===== src/rtl/spi_burst_pkg.sv =====
package spi_burst_pkg;
  localparam int WORD_W  = 32;
  localparam int BYTE_W  = 8;
  localparam int WORD_BY = WORD_W / BYTE_W;

  typedef enum logic [2:0] {
    ST_IDLE,
    ST_LOAD,
    ST_BYTE,
    ST_WAIT,
    ST_STORE
  } seq_state_t;
endpackage


===== src/rtl/spi_burst_fifo.sv =====
module spi_burst_fifo #(
  parameter int WIDTH = 32,
  parameter int DEPTH = 4
) (
  input  logic             clk,
  input  logic             rst_n,
  input  logic             push,
  input  logic [WIDTH-1:0] din,
  input  logic             pop,
  output logic [WIDTH-1:0] dout,
  output logic             full,
  output logic             empty
);
  localparam int AW = (DEPTH > 1) ? $clog2(DEPTH) : 1;
  localparam int CW = AW + 1;

  logic [WIDTH-1:0] mem [DEPTH];
  logic [AW-1:0]    wr_ptr, rd_ptr;
  logic [CW-1:0]    level;

  assign full  = (level == CW'(DEPTH));
  assign empty = (level == '0);
  assign dout  = mem[rd_ptr];

  function automatic logic [AW-1:0] bump(input logic [AW-1:0] p);
    return (p == AW'(DEPTH - 1)) ? '0 : p + 1'b1;
  endfunction

  always_ff @(posedge clk) begin
    if (push && !full) mem[wr_ptr] <= din;
  end

  always_ff @(posedge clk) begin
    if (!rst_n) begin
      wr_ptr <= '0;
      rd_ptr <= '0;
      level  <= '0;
    end else begin
      if (push && !full) wr_ptr <= bump(wr_ptr);
      if (pop && !empty) rd_ptr <= bump(rd_ptr);
      case ({push && !full, pop && !empty})
        2'b10:   level <= level + 1'b1;
        2'b01:   level <= level - 1'b1;
        default: level <= level;
      endcase
    end
  end
endmodule


===== src/rtl/spi_byte_shifter.sv =====
module spi_byte_shifter #(
  parameter int HALF_DIV = 2
) (
  input  logic       clk,
  input  logic       rst_n,
  input  logic       start,
  input  logic [7:0] tx_byte,
  output logic       done,
  output logic [7:0] rx_byte,
  output logic       sclk,
  output logic       mosi,
  input  logic       miso
);
  localparam int DW = (HALF_DIV > 1) ? $clog2(HALF_DIV) : 1;

  logic       active;
  logic       tick;
  logic [7:0] sr_out, sr_in;
  logic [2:0] bit_n;

  generate
    if (HALF_DIV <= 1) begin : g_nodiv
      assign tick = active;
    end else begin : g_div
      logic [DW-1:0] dcnt;
      always_ff @(posedge clk) begin
        if (!rst_n || !active)               dcnt <= '0;
        else if (dcnt == DW'(HALF_DIV - 1))  dcnt <= '0;
        else                                 dcnt <= dcnt + 1'b1;
      end
      assign tick = active && (dcnt == DW'(HALF_DIV - 1));
    end
  endgenerate

  assign mosi    = sr_out[7];
  assign rx_byte = sr_in;

  always_ff @(posedge clk) begin
    if (!rst_n) begin
      active <= 1'b0;
      sclk   <= 1'b0;
      sr_out <= '0;
      sr_in  <= '0;
      bit_n  <= '0;
      done   <= 1'b0;
    end else begin
      done <= 1'b0;
      if (start && !active) begin
        active <= 1'b1;
        sclk   <= 1'b0;
        sr_out <= tx_byte;
        bit_n  <= '0;
      end else if (tick) begin
        if (!sclk) begin
          sclk  <= 1'b1;
          sr_in <= {sr_in[6:0], miso};
        end else begin
          sclk <= 1'b0;
          if (bit_n == 3'd7) begin
            active <= 1'b0;
            done   <= 1'b1;
          end else begin
            sr_out <= {sr_out[6:0], 1'b0};
            bit_n  <= bit_n + 1'b1;
          end
        end
      end
    end
  end
endmodule


===== src/rtl/spi_burst_engine.sv =====
module spi_burst_engine
  import spi_burst_pkg::*;
#(
  parameter int BURST_W    = 12,
  parameter int FIFO_DEPTH = 4,
  parameter int HALF_DIV   = 2
) (
  input  logic               clk,
  input  logic               rst_n,
  input  logic [BURST_W-1:0] cfg_burst_m1,
  input  logic               cfg_smc,
  input  logic               cfg_master,
  input  logic               cfg_hold,
  input  logic               xch_wr,
  input  logic               xch_wdata,
  output logic               xch,
  input  logic               tx_valid,
  output logic               tx_ready,
  input  logic [WORD_W-1:0]  tx_data,
  output logic               rx_valid,
  input  logic               rx_ready,
  output logic [WORD_W-1:0]  rx_data,
  output logic               tc_set,
  output logic               ro_set,
  output logic               busy,
  output logic               sclk,
  output logic               mosi,
  input  logic               miso
);
  localparam int CW = BURST_W + 2;

  seq_state_t state;

  logic tx_full, tx_empty, tx_pop, tx_push;
  logic rx_full, rx_empty, rx_push;
  logic [WORD_W-1:0] tx_dout;
  logic sh_start, sh_done;
  logic [7:0] sh_rx;

  logic signed [CW-1:0] cnt, burst_len, eff_cnt;
  logic cnt_spent, multi, start_req;
  logic smc_q, xch_q, pend, tc_q, ro_q;
  logic [WORD_W-1:0] word_sr, rx_acc;
  logic [1:0] byte_idx;
  logic [2:0] bytes_left, nbytes;
  logic [5:0] round_up;

  spi_burst_fifo #(.WIDTH(WORD_W), .DEPTH(FIFO_DEPTH)) u_txq (
    .clk(clk), .rst_n(rst_n), .push(tx_push), .din(tx_data),
    .pop(tx_pop), .dout(tx_dout), .full(tx_full), .empty(tx_empty)
  );

  spi_burst_fifo #(.WIDTH(WORD_W), .DEPTH(FIFO_DEPTH)) u_rxq (
    .clk(clk), .rst_n(rst_n), .push(rx_push), .din(rx_acc),
    .pop(rx_valid && rx_ready), .dout(rx_data), .full(rx_full), .empty(rx_empty)
  );

  spi_byte_shifter #(.HALF_DIV(HALF_DIV)) u_shift (
    .clk(clk), .rst_n(rst_n), .start(sh_start), .tx_byte(word_sr[7:0]),
    .done(sh_done), .rx_byte(sh_rx), .sclk(sclk), .mosi(mosi), .miso(miso)
  );

  assign tx_ready = !tx_full;
  assign tx_push  = tx_valid && !tx_full;
  assign rx_valid = !rx_empty;
  assign xch      = xch_q;
  assign tc_set   = tc_q;
  assign ro_set   = ro_q;
  assign busy     = (state != ST_IDLE);

  assign multi     = cfg_master && !cfg_smc && cfg_hold;
  assign burst_len = $signed({2'b00, cfg_burst_m1} + {{(CW-1){1'b0}}, 1'b1});
  assign cnt_spent = cnt[CW-1] || (cnt == '0);
  assign eff_cnt   = cnt_spent ? burst_len : cnt;
  assign round_up  = {1'b0, eff_cnt[4:0]} + 6'd7;
  assign nbytes    = (eff_cnt[CW-1:5] != '0) ? 3'd4 : round_up[5:3];

  assign start_req = cfg_master && (
                       (cfg_smc && tx_push) ||
                       (cfg_smc && !smc_q && !tx_empty) ||
                       (!cfg_smc && xch_wr && xch_wdata && !xch_q));

  assign tx_pop   = (state == ST_LOAD) && !tx_empty;
  assign sh_start = (state == ST_BYTE);
  assign rx_push  = (state == ST_STORE) && !rx_full;

  always_ff @(posedge clk) begin
    if (!rst_n) begin
      state      <= ST_IDLE;
      cnt        <= '0;
      smc_q      <= 1'b0;
      xch_q      <= 1'b0;
      pend       <= 1'b0;
      tc_q       <= 1'b0;
      ro_q       <= 1'b0;
      word_sr    <= '0;
      rx_acc     <= '0;
      byte_idx   <= '0;
      bytes_left <= '0;
    end else begin
      smc_q <= cfg_smc;
      tc_q  <= 1'b0;
      ro_q  <= 1'b0;
      pend  <= start_req || (pend && state != ST_IDLE);

      if (xch_wr)                                          xch_q <= xch_wdata;
      else if (tx_pop && cnt_spent && multi)               xch_q <= 1'b1;
      else if (state == ST_STORE && cnt_spent)             xch_q <= 1'b0;

      unique case (state)
        ST_IDLE: if (pend) state <= ST_LOAD;
        ST_LOAD: begin
          if (tx_empty) begin
            tc_q  <= 1'b1;
            state <= ST_IDLE;
          end else begin
            cnt        <= eff_cnt;
            word_sr    <= tx_dout;
            rx_acc     <= '0;
            byte_idx   <= '0;
            bytes_left <= nbytes;
            state      <= ST_BYTE;
          end
        end
        ST_BYTE: state <= ST_WAIT;
        ST_WAIT: if (sh_done) begin
          rx_acc[8*byte_idx +: 8] <= sh_rx;
          word_sr    <= {8'h00, word_sr[WORD_W-1:8]};
          cnt        <= cnt - CW'(8);
          byte_idx   <= byte_idx + 1'b1;
          bytes_left <= bytes_left - 1'b1;
          state      <= (bytes_left == 3'd1) ? ST_STORE : ST_BYTE;
        end
        ST_STORE: begin
          ro_q <= rx_full;
          if (cnt_spent && !multi) begin
            tc_q  <= 1'b1;
            state <= ST_IDLE;
          end else begin
            state <= ST_LOAD;
          end
        end
        default: state <= ST_IDLE;
      endcase
    end
  end
endmodule


===== config.mk =====
export PLATFORM = sky130hd
export DESIGN_NAME = spi_burst_engine
export DESIGN_NICKNAME = d
export VERILOG_FILES = /design/src/rtl/spi_burst_pkg.sv /design/src/rtl/spi_burst_fifo.sv /design/src/rtl/spi_byte_shifter.sv /design/src/rtl/spi_burst_engine.sv
export SDC_FILE = /design/constraint.sdc
export NUM_CORES = 1
export LEC_CHECK = 0
export BUFFER_PORTS_ARGS = -buffer_cell sky130_fd_sc_hd__buf_2
export CORE_ASPECT_RATIO = 0.7
export CORE_MARGIN = 3
export CORE_UTILIZATION = 47
export CTS_CLUSTER_DIAMETER = 150
export DETAILED_ROUTE_END_ITERATION = 12
export PLACE_DENSITY = 0.69
export SETUP_SLACK_MARGIN = 0.5
export SYNTH_ARGS = -nofsm -noshare
export SYNTH_HDL_FRONTEND = slang
export SYNTH_SLANG_ARGS = --single-unit
export TNS_END_PERCENT = 20

===== constraint.sdc =====
create_clock -name clk -period 3.12 [get_ports clk]
set_clock_uncertainty 0.05 [all_clocks]
set_input_delay 0.156 -clock clk [delete_from_list [all_inputs] [get_ports clk]]
set_output_delay 0.156 -clock clk [all_outputs]
set_load 0.03 [all_outputs]

# Word level (Yosys, flattened, before mapping)
# Memories as Yosys holds them, arrays and structs flattened. A register that Yosys moved wholly into a read port is not among the register bits.
# Index checks and enable logic that the tools add are counted.
# word_totals
in_bits	54
register_bits	128
wordCells	185
mem_bits_rw	256
memories	2
# op_classes
n_shift	2
n_addsub	16
n_reduce_logical	62
eq_ne	20
bitwise_logic	5
n_mux	54
# mem_list
name	words	word_bits	rd	rd_clocked_by_memory_dff	wr	line_no	source
u_rxq.mem	4	32	1	1	1	spi_burst_fifo.sv:17	logic [WIDTH-1:0] mem [DEPTH];
u_txq.mem	4	32	1	1	1	spi_burst_fifo.sv:17	
# ops
op	n
two-way mux 32 bit	4
one-hot mux 32 bit (2 select lines)	2
two-way mux 14 bit	3
negator 5 -> 34 bit	1
variable shift 8 x 34 -> 32 bit, first input constant	1
indexed part select 8 x 34 -> 32 bit	1
bitwise mux 32 bit	1
two-way mux 8 bit	4
one-hot mux 14 bit (2 select lines)	1
logical AND 1 bit	24
two-way mux 2 bit	11
two-way mux 3 bit	6
one-hot mux 3 bit (2 select lines)	3
two-way mux 1 bit	16
one-hot mux 3 bit (5 select lines)	1
AND reduction 3 bit	5
zero test 14 bit	1
subtractor 14 x 5 -> 14 bit, second input constant	1
adder 12 x 1 -> 13 bit, second input constant	1
equality test 2 bit, second input constant	6
equality test 3 bit, second input constant	4
nonzero test 2 bit	6
adder 2 x 1 -> 2 bit, second input constant	5
zero test 1 bit	10
other kinds (19)	41

# Depth between registers and ports, before layout
# Gate-level depths: netlist of run 1.
# depth
word_depth	8
depth_mapped	10
depth_no_buf	10

# By module
# From an unflattened synthesis of run 1, not the netlist that was laid out.
# hier_totals
hier_cells	1052
area_unflattened_um2	15417.3
# by_module_without_submodules
module	cells_each	area_per_inst_um2	instances
spi_burst_fifo	223	5152.4	2
spi_burst_engine	517	4164.0	1
spi_byte_shifter	89	948.4	1

# Worst setup path before layout of run 1
# OpenSTA, ideal clock, no wires.
# synth_timing
path_kind	register to register
start	reg state[2]
end	reg u_txq.level[2]
setup_slack_ps	298
setup_time_ps	70
t_arrival_ps	2701
required_time_ps	3000
period_less_slack_ps	2822
stages_incl_launch_ff	10
path_buffers	1
cell_sequence	dfxtp_1 nand2b_1 nor3_1 clkbuf_1 ha_1 inv_1 fa_1 xor2_1 or3_1 a21oi_1
# synth_between
elab_chain_cells	5
# synth_rtl
element	line_no	source
from (decl)	spi_burst_engine.sv:32	seq_state_t state;
from (signal assigned)	spi_burst_engine.sv:132	state <= (bytes_left == 3'd1) ? ST_STORE : ST_BYTE;
equality test 3 x 1 -> 1 bit *	spi_burst_engine.sv:83	assign tx_pop = (state == ST_LOAD) && !tx_empty;
logical AND 1 bit *	spi_burst_engine.sv:83	
logical AND 1 bit *	spi_burst_fifo.sv:41	case ({push && !full, pop && !empty})
equality test 2 x 1 -> 1 bit / equality test 2 bit (equally long branches)	spi_burst_fifo.sv:41	
one-hot mux 3 bit (2 select lines) / nonzero test 2 bit (equally long branches)	--	
to (signal assigned)	spi_burst_fifo.sv:42	2'b10: level <= level + 1'b1;
to (signal assigned)	spi_burst_fifo.sv:43	2'b01: level <= level - 1'b1;
to (signal assigned)	spi_burst_fifo.sv:44	default: level <= level;
to (decl)	spi_burst_fifo.sv:19	logic [CW-1:0] level;
# Mark *: on every way between the ends. The rest lies on a longest branch, timed or not.
# A chain may end at the register's enable or synchronous reset.

# Worst setup path in the final report of run 1
# layout_timing
start	reg u_txq.level[2]
end	reg u_txq.level[2]
# layout_between
elab_chain_cells	6
# layout_rtl
element	line_no
equality test 3 bit / zero test 3 bit (equally long branches)	spi_burst_fifo.sv:21, spi_burst_fifo.sv:22
zero test 1 bit (on tied branches)	spi_burst_fifo.sv:41, spi_burst_engine.sv:64, spi_burst_engine.sv:83
logical AND 1 bit (on tied branches)	spi_burst_engine.sv:64, spi_burst_engine.sv:83
logical AND 1 bit	spi_burst_fifo.sv:41
equality test 2 x 1 -> 1 bit / equality test 2 bit (equally long branches)	spi_burst_fifo.sv:41
one-hot mux 3 bit (2 select lines) / nonzero test 2 bit (equally long branches)	--
# Parallel ways exist; a longest one is shown, timed or not.

==> metrics.csv, run 1 <==
metric,value,unit
status,"finished, final reports clean",
Mapped Area,15500,µm²
CTS Buf Count,39,
synth-to-layout area growth,16.5,%
Final period util,81.3,%
synth warn,0,
FF/Latch Area,10300,µm²
Iter 0 DRT Violations,1063,
overall power,10.3,mW
Buf/Inv on CP,2,
Ports,94,
DRC Markers,0,
GRT Util Overall,19.3,%
worst path cell trace,"or3b_1, and2_1, inv_1, ha_1, inv_1, fa_1, xor2_1, or3_1, a21oi_1",
worst r2r path cells,9,
gpl congestion,0.848,
"CP delay by family, top",simple AND/OR/NAND/NOR gates,
Post-Place Setup Slack,0.587,ns
via count of the routed design,9697,
final setup vio count,0,
Max Cap Violations,0,
Slew Limit Fails,0,
"top cells by area, synth","edfxtp_1, dfxtp_1, mux4_2",
number of synthesized flops with an enable pin,256,
H-tree Lvls,2,
reg2reg setup slack,0.58,ns
"Setup Fix Bufs, Post-CTS",0,
Post-DP HPWL,21300,µm
"slowest stage delay, CP",0.45,ns
Routed Antenna Nets,0,
Slew @ Worst Pin,0.752,ns
CP Max Fanout,6,
vias in the first global route,9540,
TNS Setup,0,ns
hold path start,tx_valid,
Netlist cell types,70,
Setup crit start kind,flop,
FP Rows,54,
"most common cell after layout, fill and taps aside",edfxtp_1,
Slew HR,49.6,%
area share of the largest cell type after synthesis,49.7,%
Clock Latency Late Sink,0.52,ns
Hold Path Sink,u_txq.wr_ptr[1]$_SDFFE_PN0P_,
Final Worst Setup Slack,0.584,ns
first-pass GRT wire length,53900,µm
CORE AREA,31800,µm²
Peak VDD IR,303,µV
unrepaired setup endpoints after global routing,true,
Die Y,158,µm
Period minus WS final,2.54,ns
GRT overflow,0,
CP startpoint,u_txq.level[2]$_SDFFE_PN0P_,
average cell area after synthesis,14.1,µm²
GR peak layer,met1,
crit path capture type,flop,
WP data arrival,2.94,ns
Pleak,6.06,nW
Multi-input gate area,4800,µm²
Hold WC Path Type,in2reg,
die area,35200,µm²
Finished Layout Cells,1687,
met2 usage,28.5,%
synthesized flop and latch total,388,
nets@finish,1315,
DRT Pass-1 Iters,5,
worst hold stages,4,
die width,223,µm
"Top FF cell, synth",edfxtp_1,
final hold viol count,0,
most frequent cell on the critical path,inv_1,
WL/cell,19.9,µm
Clock Sinks,388,
syn nets,1175,
Starting Density,48.7,%
Cells after Synth,1097,
Placed Cells,1576,
sequential fraction of the synthesis area,66.8,%
routed wire length,33600,µm
"area leader, netlist",edfxtp_1,
CP Data Required Time,3.52,ns
met3 usage,3.54,%
Via density,5.75,
Filler cells,2523,
Hold Worst Slack,0.0322,ns
met1 Use GR,30.1,%
initial antenna violation count,2,
CTS tree,yes,
FMAX,394,MHz
Power per Cell Area,571,nW/µm²
Port Buf Inserts,93,
R2R Path End,u_txq.level[2]$_SDFFE_PN0P_,
slowest cell on the critical path,or3b_1,
clk buf depth,3,
layout cells sized above 1,20.3,%
clock input transition at the sequential cells of the worst setup and hold paths,0.06,ns
Root Buffer,clkbuf_16,
kind of critical path,reg2reg,
RR Startpoint,u_txq.level[2]$_SDFFE_PN0P_,
"FFs w/ async S/R, synth",0,%
largest net degree at the start of global routing,65,
"commonest cells after routing, fill and taps aside","edfxtp_1, dfxtp_1, nand2_1, buf_2, a21oi_1",
worst min-delay path, stage by stage:
cell     delay [ns]
buf_2          0.12
and2_1         0.15
nand2_1        0.06
a21oi_1        0.05
through the flow:
| step | util, % | area, µm² |
|---|---|---|
| final | 56.7 | 18000 |
| after global routing | 56.7 | 18000 |
| after CTS | 56.7 | 18000 |
| after detailed placement | 51.8 | 16400 |
| after global placement | 51.8 | 16400 |
| after floorplan | - | 15500 |
sequential cells by signal (all words and copies together), names as in the netlist, 8 cells and up, named ones only:
signal / cells
u_shift.sr_out: 8
word_sr: 32
u_rxq.mem: 128
u_txq.mem: 128
u_shift.rx_byte: 8
rx_acc: 32
cnt: 14
cells in the mapped netlist (3+ instances only):
| library cell | number |
|---|---|
| nor4_1 | 4 |
| and2_1 | 7 |
| or4_1 | 3 |
| nand2_1 | 99 |
| nor2_1 | 76 |
| mux4_2 | 64 |
| o32ai_1 | 3 |
| xnor2_1 | 9 |
| ha_1 | 22 |
| nor3_1 | 21 |
| nor2b_1 | 4 |
| edfxtp_1 | 256 |
| buf_1 | 7 |
| nand3_1 | 37 |
| o21ai_0 | 21 |
| o21a_1 | 5 |
| buf_4 | 5 |
| a211oi_1 | 12 |
| and3_1 | 6 |
| o221ai_1 | 24 |
| mux2i_1 | 13 |
| dfxtp_1 | 132 |
| o31ai_1 | 3 |
| a21oi_1 | 87 |
| a211o_1 | 3 |
| a31oi_1 | 5 |
| clkbuf_1 | 44 |
| a22oi_1 | 19 |
| o211ai_1 | 3 |
| inv_1 | 26 |
| nor3b_1 | 3 |
| nand4_1 | 4 |
| o21ai_1 | 4 |
| or3_1 | 10 |
| xor2_1 | 9 |
layout make-up:
class                           count  area share, %
Multi-Input combinational cell    622           26.7
Clock inverter                     13          0.486
Antenna cell                        1         0.0139
Inverter                           27          0.570
Sequential cell                   388           57.4
Timing Repair Buffer              159           6.03
Clock buffer                       57           5.97
Tap cell                          420           2.92
per-layer routing:
layer / up-vias / wire length [µm] / share of wire, %
met5: - / 13 / 0.039
met4: 2 / 539 / 1.6
met3: 53 / 2520 / 7.5
met2: 331 / 14700 / 44
met1: 4814 / 15800 / 47
li1: 4497 / - / -
repair_timing:
action,in CTS,in global routing
hold endpoints to repair,142,0
hold buffers,40,0
setup endpoints to repair,0,18
resized for setup,0,3
worst max path at each step:
| stage | endpoint | slack (ns) | cells after the start |
|---|---|---|---|
| global route | u_txq.level[2]$_SDFFE_PN0P_ | 0.45 | 9 |
| detailed placement | u_rxq.level[2]$_SDFFE_PN0P_ | 0.59 | 9 |
| finish | u_txq.level[2]$_SDFFE_PN0P_ | 0.58 | 9 |
| CTS | u_rxq.level[2]$_SDFFE_PN0P_ | 0.57 | 9 |
| global placement | u_rxq.level[2]$_SDFFE_PN0P_ | 0.69 | 9 |
| floorplan | u_txq.level[2]$_SDFFE_PN0P_ | 0.55 | 9 |
power breakdown:
part	internal [mW]	total (mW)	switching, mW
Clock	2.40	4.25	1.85
Combinational	0.195	0.468	0.274
Sequential	5.54	5.57	0.0354
Total	8.13	10.3	2.16
cell families (layout without fill, tap and decap cells):
| kind of cell | count (synthesis) | after routing | synth area share [%] |
|---|---|---|---|
| muxes | 77 | 77 | 10.2 |
| adders and majority gates | 24 | 24 | 2.04 |
| other | 0 | 1 | 0 |
| and+or+nand+nor | 293 | 293 | 8.87 |
| AOI/OAI and AO/OA | 210 | 210 | 8.81 |
| buffers and inverters | 87 | 256 | 2.31 |
| DFF | 388 | 388 | 66.8 |
| xor gates and xnor gates | 18 | 18 | 1.02 |
Power figures use the tool's default switching activity.
==> run 2, diff against run 1 <==
Clock period 3.12 ns to 2.5 ns, I/O delays scaled along.
==> metrics.csv, run 2 (synthesis gave the netlist of run 1 again) <==
metric,value,unit,change
R2R Path End,u_txq.level[2]$_SDFFE_PN0P_,,
FMAX,444,MHz,+13%
Iter 0 DRT Violations,1000,,-5.9%
worst hold stages,4,,unchanged
reg2reg setup slack,0.25,ns,-0.34 ns
slowest cell on the critical path,or3b_4,,
clock input transition at the sequential cells of the worst setup and hold paths,0.06,ns,about the same
layout cells sized above 1,27.1,%,+6.8 points
gpl congestion,0.869,,+2.4%
Slew Limit Fails,0,,unchanged
vias in the first global route,9644,,+1.1%
clk buf depth,3,,unchanged
Buf/Inv on CP,2,,unchanged
Filler cells,2470,,-2.1%
Placed Cells,1593,,+1.1%
unrepaired setup endpoints after global routing,true,,
CP endpoint,u_txq.level[2]$_SDFFE_PN0P_,,
"slowest stage delay, CP",0.39,ns,-0.06 ns
Via density,5.77,,+0.34%
Hold WC Path Type,in2reg,,
Peak VDD IR,411,µV,+36%
hold path start,cfg_burst_m1[1],,
FP Rows,54,,unchanged
Pleak,6.41,nW,+5.7%
Max Cap Violations,0,,unchanged
Multi-input gate area,5040,µm²,+5.0%
final setup vio count,0,,unchanged
worst path cell trace,"or3b_4, and2_4, inv_4, ha_4, inv_2, fa_2, xor2_1, or3_1, a21oi_2",,
n_diodes,0,,-1
Period minus WS final,2.25,ns,-0.283 ns
FF/Latch Area,10400,µm²,+0.24%
routed wire length,35100,µm,+4.5%
Routed Antenna Nets,0,,unchanged
CTS Buf Count,38,,-2.6%
"CP delay by family, top",simple AND/OR/NAND/NOR gates,,
final hold viol count,0,,unchanged
CORE AREA,31800,µm²,unchanged
Root Buffer,clkbuf_16,,
largest net degree at the start of global routing,44,,-32%
synth-to-layout area growth,22.1,%,
Setup crit start kind,flop,,
Slew HR,57.8,%,+8.3 points
kind of critical path,reg2reg,,
GRT overflow,0,,unchanged
Power per Cell Area,710,nW/µm²,+24%
Clock Sinks,388,,unchanged
CP startpoint,u_txq.level[0]$_SDFFE_PN0P_,,
Port Buf Inserts,93,,unchanged
CTS tree,yes,,
die width,223,µm,unchanged
CP Data Required Time,2.90,ns,-0.62 ns
die area,35200,µm²,unchanged
Finished Layout Cells,1726,,+2.3%
"most common cell after layout, fill and taps aside",edfxtp_1,,
"commonest cells after routing, fill and taps aside","edfxtp_1, dfxtp_1, nand2_1, a21oi_1, buf_2",,
initial antenna violation count,3,,+1
TNS Setup,0,ns,unchanged
WP data arrival,2.65,ns,-0.29 ns
H-tree Lvls,2,,unchanged
first-pass GRT wire length,54300,µm,+0.76%
worst r2r path cells,9,,unchanged
RR Startpoint,u_txq.level[0]$_SDFFE_PN0P_,,
Slew @ Worst Pin,0.632,ns,-0.120 ns
nets@finish,1354,,+3.0%
Critical Path Stages,9,,unchanged
Ports,94,,unchanged
crit path capture type,flop,,
CP Max Fanout,3,,-3
Die Y,158,µm,unchanged
GRT Util Overall,19.6,%,+0.33 points
via count of the routed design,9955,,+2.7%
status,"finished, final reports clean",,
Starting Density,48.7,%,unchanged
Clock Latency Late Sink,0.53,ns,about the same
top flop regs,"u_rxq.mem: 128 flops, u_txq.mem: 128 flops",,
Post-DP HPWL,21500,µm,+1.0%
DRC Markers,0,,unchanged
DRT Pass-1 Iters,5,,unchanged
Final period util,90.1,%,+8.8 points
WL/cell,20.4,µm,+2.2%
-- run 2: cell types whose count changed in the layout (fill, tap and decap cells not counted), sizes merged --
cell,before,now
bufbuf,0,2
diode,1,0
clkinv,12,11
buf,119,155
clkbuf,57,54
bufinv,0,3
dlygate4sd3,40,41
clkinvlp,1,3
-- run 2: how the worst min path moves through the flow --
stage                                      end  slack [ns]
global placement    u_txq.mem[2][22]$_DFFE_PP_        0.29
detailed placement  u_txq.mem[0][17]$_DFFE_PP_        0.29
floorplan            u_txq.mem[0][0]$_DFFE_PP_        0.17
global route               cnt[1]$_SDFFE_PN0P_        0.08
CTS                        cnt[1]$_SDFFE_PN0P_        0.02
finish                     cnt[1]$_SDFFE_PN0P_        0.05
-- run 2: worst min-delay path, stage by stage --
cell and delay [ns]:
buf_2 0.11, ha_1 0.15, nand3_1 0.08, a21oi_1 0.12
-- run 2: what timing repair did --
| item | in CTS | in global routing |
|---|---|---|
| pin swaps | 12 | 8 |
| hold buffers | 41 | 0 |
| endpoints found under the setup margin | 107 | 142 |
| gates cloned | 3 | 0 |
| endpoints found under the hold margin | 139 | 0 |
| buffers inserted | 11 | 8 |
| resized for setup | 45 | 47 |
-- run 2: area by class of cell --
cell class,instances,share of cell area [%]
clock inverters,17,0.888
clock buffers,53,5.89
multi-input cells,622,26.7
repair buffers,199,8.33
flip-flops and latches,388,54.9
inverters,27,0.557
well taps,420,2.78
-- run 2: metal layers --
metal / vias to the layer above / wire length [µm] / track usage, % / share of wire (%)
met5: - / 41 / 0 / 0.12
met4: 6 / 560 / 4.33 / 1.6
met3: 54 / 2610 / 4.04 / 7.4
met2: 333 / 15500 / 29.4 / 44
met1: 4996 / 16400 / 29.9 / 47
li1: 4566 / - / - / -
-- run 2: report_power, final --
group | total, mW | leakage [nW] | internal [mW] | switching, mW
sequential | 6.95 | 3.43 | 6.91 | 0.0435
combinational | 0.671 | 2.36 | 0.298 | 0.373
clock | 5.79 | 0.620 | 3.44 | 2.35
total | 13.4 | 6.41 | 10.6 | 2.77
-- run 2: stage by stage --
step | cell area [µm²] | setup slack [ns] | power (mW) | util (%) | hold WS [ns]
after floorplan | 15500 | 0.230 | 7.43 | - | 0.174
after global placement | 16600 | 0.241 | 7.63 | 52.4 | 0.288
after detailed placement | 16600 | 0.165 | 7.64 | 52.4 | 0.293
after CTS | 18600 | 0.300 | 13.5 | 58.7 | 0.0243
after global routing | 18900 | 0.188 | 13.9 | 59.5 | 0.0772
final | 18900 | 0.247 | 13.4 | 59.5 | 0.0505
